--- config.mk ---
export PLATFORM = sky130hd
export DESIGN_NAME = gfm_mul
export DESIGN_NICKNAME = d
export VERILOG_FILES = /design/src/rtl/gfm_pkg.sv /design/src/rtl/gfm_ctrl.sv /design/src/rtl/gfm_bscan.sv /design/src/rtl/gfm_accum.sv /design/src/rtl/gfm_mul.sv
export SDC_FILE = /design/constraint.sdc
export NUM_CORES = 2
export LEC_CHECK = 0
export BUFFER_PORTS_ARGS = -buffer_cell sky130_fd_sc_hd__clkbuf_2
export CORE_AREA = 3 3 306 368
export CTS_CLUSTER_DIAMETER = 50
export CTS_CLUSTER_SIZE = 10
export DETAILED_ROUTE_END_ITERATION = 7
export DIE_AREA = 0 0 309 371
export SLEW_MARGIN = 25
export SYNTH_ARGS = -nofsm -noshare
export SYNTH_HDL_FRONTEND = slang
export SYNTH_SLANG_ARGS = --single-unit
--- constraint.sdc ---
create_clock -name clk -period 2.3 [get_ports clk]
set_input_delay 0.46 -clock clk [delete_from_list [all_inputs] [get_ports clk]]
set_output_delay 0.46 -clock clk [all_outputs]
set_load 0.01 [all_outputs]
--- src/rtl/gfm_pkg.sv ---
package gfm_pkg;
  typedef enum logic {GFM_IDLE, GFM_RUN} gfm_state_t;
endpackage

--- src/rtl/gfm_ctrl.sv ---
module gfm_ctrl #(
  parameter int M = 233
) (
  input  logic clk,
  input  logic rst,
  input  logic start,
  output logic load,
  output logic step,
  output logic last,
  output logic busy,
  output logic done
);
  import gfm_pkg::*;
  localparam int CW = (M > 2) ? $clog2(M) : 1;

  gfm_state_t      state;
  logic [CW-1:0]   cnt;

  assign busy = (state == GFM_RUN);
  assign load = start & ~busy;
  assign step = busy;
  assign last = busy & (cnt == '0);

  always_ff @(posedge clk) begin
    if (rst) begin
      state <= GFM_IDLE;
      cnt   <= '0;
      done  <= 1'b0;
    end else begin
      done <= 1'b0;
      if (load) begin
        state <= GFM_RUN;
        cnt   <= CW'(M - 1);
      end else if (busy) begin
        if (last) begin
          state <= GFM_IDLE;
          done  <= 1'b1;
        end else begin
          cnt <= cnt - 1'b1;
        end
      end
    end
  end

  AST_DONE_PULSE: assert property (@(posedge clk) disable iff (rst)
    done |=> !done);
  AST_BUSY_FALL_DONE: assert property (@(posedge clk) disable iff (rst)
    $fell(busy) |-> done);
  AST_START_IGNORED: assert property (@(posedge clk) disable iff (rst)
    (busy && start) |=> (busy || done));
endmodule

--- src/rtl/gfm_bscan.sv ---
module gfm_bscan #(
  parameter int M = 233
) (
  input  logic         clk,
  input  logic         rst,
  input  logic         load,
  input  logic         step,
  input  logic [M-1:0] b_in,
  output logic         bit_cur
);
  logic [M-1:0] sr;

  assign bit_cur = sr[M-1];

  always_ff @(posedge clk) begin
    if (rst)       sr <= '0;
    else if (load) sr <= b_in;
    else if (step) sr <= {sr[M-2:0], 1'b0};
  end
endmodule

--- src/rtl/gfm_accum.sv ---
module gfm_accum #(
  parameter int         M    = 233,
  parameter logic [M:0] POLY = ((M+1)'(1) << M) | ((M+1)'(1) << 74) | (M+1)'(1)
) (
  input  logic         clk,
  input  logic         rst,
  input  logic         load,
  input  logic         step,
  input  logic         last,
  input  logic         bit_cur,
  input  logic [M-1:0] a_in,
  output logic [M-1:0] product
);
  logic [M-1:0] a_q;
  logic [M-1:0] acc;
  logic [M:0]   shifted;
  logic [M-1:0] acc_next;

  always_comb begin
    shifted  = {acc, 1'b0} ^ {1'b0, (bit_cur ? a_q : {M{1'b0}})};
    acc_next = shifted[M-1:0] ^ (shifted[M] ? POLY[M-1:0] : {M{1'b0}});
  end

  always_ff @(posedge clk) begin
    if (rst) begin
      a_q     <= '0;
      acc     <= '0;
      product <= '0;
    end else if (load) begin
      a_q <= a_in;
      acc <= '0;
    end else if (step) begin
      acc <= acc_next;
      if (last) product <= acc_next;
    end
  end
endmodule

--- src/rtl/gfm_mul.sv ---
module gfm_mul #(
  parameter int         M    = 233,
  parameter logic [M:0] POLY = ((M+1)'(1) << M) | ((M+1)'(1) << 74) | (M+1)'(1)
) (
  input  logic         clk,
  input  logic         rst,
  input  logic         start,
  input  logic [M-1:0] a_in,
  input  logic [M-1:0] b_in,
  output logic         busy,
  output logic         done,
  output logic [M-1:0] product
);
  localparam int LW = $clog2(M + 1) + 1;

  logic load, step, last, bit_cur;

  gfm_ctrl #(.M(M)) u_ctrl (
    .clk(clk), .rst(rst), .start(start), .load(load), .step(step),
    .last(last), .busy(busy), .done(done)
  );

  gfm_bscan #(.M(M)) u_bscan (
    .clk(clk), .rst(rst), .load(load), .step(step), .b_in(b_in),
    .bit_cur(bit_cur)
  );

  gfm_accum #(.M(M), .POLY(POLY)) u_accum (
    .clk(clk), .rst(rst), .load(load), .step(step), .last(last),
    .bit_cur(bit_cur), .a_in(a_in), .product(product)
  );

  logic [LW-1:0] run_len;
  always_ff @(posedge clk) begin
    if (rst)       run_len <= '0;
    else if (busy) run_len <= run_len + 1'b1;
    else           run_len <= '0;
  end

  AST_RUN_LENGTH: assert property (@(posedge clk) disable iff (rst)
    done |-> (run_len == LW'(M)));
  AST_PRODUCT_HOLD: assert property (@(posedge clk) disable iff (rst)
    !done |-> $stable(product));
endmodule

==> impl_metrics.sql <==
INSERT INTO impl_metrics (metric_group, metric, value, unit) VALUES
('layout', 'area_occupied_by_multi_input_gates', '17600', 'um^2'),
('cts', 'cts-resized-gates', '0', ''),
('floorplan', 'ios', '704', ''),
('detailed_routing', 'post_drt_via_cell_ratio', '4.98', ''),
('yosys', 'yosys.area_share.simple', '12.0', '%'),
('cts', 'cts-root-buf', 'sky130_fd_sc_hd__clkbuf_16', ''),
('detailed_routing', 'routedLengthMet1', '49.0', 'mm'),
('yosys', 'syn_area', '38100', 'um^2'),
('detailed_routing', 'highest_signal_layer', 'met5', ''),
('cts', 'hold_buffers', '240', ''),
('timing', 'hold_viol', '0', ''),
('layout', 'top_library_cells_by_usage_in_the_layout_fill_and_taps_aside', 'sky130_fd_sc_hd__dfxtp_1 (940), sky130_fd_sc_hd__nand2_1 (704), sky130_fd_sc_hd__clkbuf_2 (701)', ''),
('floorplan', 'core-area', '109000', 'um^2'),
('grt', 'antenna_found_initial', '4', ''),
('detailed_routing', 'vias', '32000', ''),
('critical_path', 'cpPeakStageDelay', '470', 'ps'),
('critical_path', 'crit_required', '1840', 'ps'),
('critical_path', 'setup.worst_path.class', 'register to output port', ''),
('timing', 'rsz0062_at_grt', 'false', ''),
('yosys', 'synth_fa_ha_area_share', '0.0658', '%'),
('detailed_routing', 'drt_drc_violations_left', '0', ''),
('yosys', 'synth-seq-area-share', '49.5', '%'),
('cts', 'tritoncts', 'done', ''),
('critical_path', 'crit_path_cell_trace', 'buf_12 -> clkbuf_2', ''),
('layout', 'layout-drive-gt1-share', '24.4', '%'),
('cts', 'clock_tree.buffer_depth', '3', ''),
('power_and_ir_drop', 'power-per-cell-area', '853', 'nW/um^2'),
('timing', 'clock.fmax', '460', 'MHz'),
('yosys', 'biggest_area_contributors_in_the_synthesized_netlist', 'sky130_fd_sc_hd__dfxtp_1 (50%), sky130_fd_sc_hd__a211oi_1 (9.0%), sky130_fd_sc_hd__nand2_1 (7.0%)', ''),
('detailed_routing', 'post_drt_wl_per_cell', '18.4', 'um'),
('layout', 'final_common_cell', 'sky130_fd_sc_hd__dfxtp_1', ''),
('job', 'drv.max_cap_violation_count', '0', ''),
('detailed_routing', 'drt_first_iter_violations', '1939', ''),
('cts', 'number_of_buffers_added_for_setup_after_cts', '0', ''),
('cts', 'ctsHtreeMaxLevel', '3', ''),
('cts', 'cts_made_buffers', '119', ''),
('yosys', 'synth-xor-area-share', '5.38', '%'),
('yosys', 'syn_nets', '4625', ''),
('layout', 'area.sequential', '18900', 'um^2'),
('timing', 'timing.clock.skew', '28.7', 'ps'),
('yosys', 'synth_largest_area_cell', 'sky130_fd_sc_hd__dfxtp_1', ''),
('layout', 'fillCellCount', '10500', ''),
('timing', 'period_needed', '2170', 'ps'),
('critical_path', 'crit_path_end_kind', 'output port', ''),
('min_path', 'worstHoldPathCells', '3', ''),
('grt', 'globalRouteTotalUtil', '20.0', '%'),
('critical_path', 'cp_slowest_cell', 'sky130_fd_sc_hd__dfxtp_4', ''),
('timing', 'worst_slew_margin_rel', '32.3', '%'),
('floorplan', 'floorplan.die.width', '309', 'um'),
('yosys', 'yosys_top_cell_area_share', '49.5', '%'),
('place', 'place.detailed.hpwl', '80.5', 'mm'),
('floorplan', 'chipHeight', '371', 'um'),
('timing', 'worstMarginPinSlew', '1020', 'ps'),
('yosys', 'netlist-cell-type-count', '39', ''),
('grt', 'grt-ovfl-total', '0', ''),
('yosys', 'syn_inst', '4154', ''),
('timing', 'timing.final.crit_share', '94.4', '%'),
('cts', 'cts.clk_slew.worst_paths', '50', 'ps'),
('critical_path', 'gate_family_responsible_for_the_most_delay_along_the_worst_path', 'buffers and inverters', ''),
('yosys', 'synth-compound-area-share', '15.7', '%'),
('grt', 'grt_start_max_net_pins', '179', ''),
('cts', 'clock_insertion_delay_at_the_later_pin_of_the_skew_report', '730', 'ps'),
('outcome', 'run_status', 'complete, no violations', ''),
('floorplan', 'num_rows', '133', ''),
('critical_path', 'worst-path-stages', '2', ''),
('yosys', 'ys_warn_count', '0', ''),
('yosys', 'syn_area_per_cell', '9.16', 'um^2'),
('detailed_routing', 'route.met2.wl', '56.5', 'mm'),
('timing', 'setup_viol_count_final', '0', ''),
('critical_path', 'critical_path.n_buffers_inverters', '2', ''),
('yosys', 'synth-seq-cells', '942', '');
==> per-stage QoR <==
stage          std cells  cell area [um^2]  power, W
2_1_floorplan       4154             38100    0.0224
3_3_place_gp        6014             43300    0.0246
3_5_place_dp        6014             43300    0.0247
4_1_cts             6426             49200    0.0425
5_1_grt             6426             49200    0.0439
6_report            6428             49300    0.0420
==> flip-flops by register name, summed over array words and instances (netlist names) <==
signal,flops
u_ctrl.done,1
u_accum.acc,233
u_bscan.sr,233
u_ctrl.busy,1
u_accum.product,233
u_ctrl.cnt,8
u_accum.a_q,233
==> layer usage <==
metal,global-route usage (%),up-vias
li1,-,15900
met1,23.8,15000
met2,33.5,867
met3,5.52,216
met4,9.25,4
met5,0,-
==> cell type report <==
type	count	share of cell area (%)
Inverter	4	0.0305
Antenna cell	2	0.0102
Clock buffer	139	6.34
Timing Repair Buffer	1049	15.0
Sequential cell	942	38.3
Multi-Input combinational cell	2842	35.8
Tap cell	1417	3.60
Clock inverter	33	0.940
==> cell usage after synthesis, drive strengths merged <==
library cell,n
buf,162
inv,3
or3,1
and2,1
or4,3
o22ai,2
nand4,1
nor3b,1
a31oi,2
or4b,2
mux2i,234
nand2b,2
o31ai,1
nor2b,1
nor3,5
a211oi,465
nand3,2
mux2,233
nor4,1
dfxtp,942
or3b,1
nor4bb,2
xnor2,2
ha,2
clkbuf,204
nor2,465
o21ai,3
a21oi,470
o311a,1
clkinv,1
xor2,232
nand2,705
a211o,2
==> power breakdown <==
part	switching, W	total, W	internal [W]
clock	0.00710	0.0173	0.0102
combinational	0.00358	0.00635	0.00277
sequential	0.000806	0.0183	0.0175
total	0.0115	0.0420	0.0305
==> logic make-up after synthesis <==
kind of cell               Yosys count
and+or+nand+nor                   1193
AOI/OAI and AO/OA                  946
DFF                                942
muxes                              467
buffers and inverters              370
xor gates and xnor gates           234
adders and majority gates            2
==> tightest hold or removal path, stage by stage <==
cell,delay [ps]
sky130_fd_sc_hd__clkbuf_2,90
sky130_fd_sc_hd__nand2_1,120
sky130_fd_sc_hd__a21oi_1,80
==> final timing paths <==
check | from | to | slack (ps)
setup / recovery | u_ctrl.busy | busy | 130
hold / removal | a_in[160] | u_accum.a_q[160] | 90
setup reg to reg | u_ctrl.cnt[0] | u_accum.product[191] | 150
hold reg to reg | u_accum.a_q[126] | u_accum.a_q[126] | 450
No activity file was read; power rests on OpenSTA's default activity.
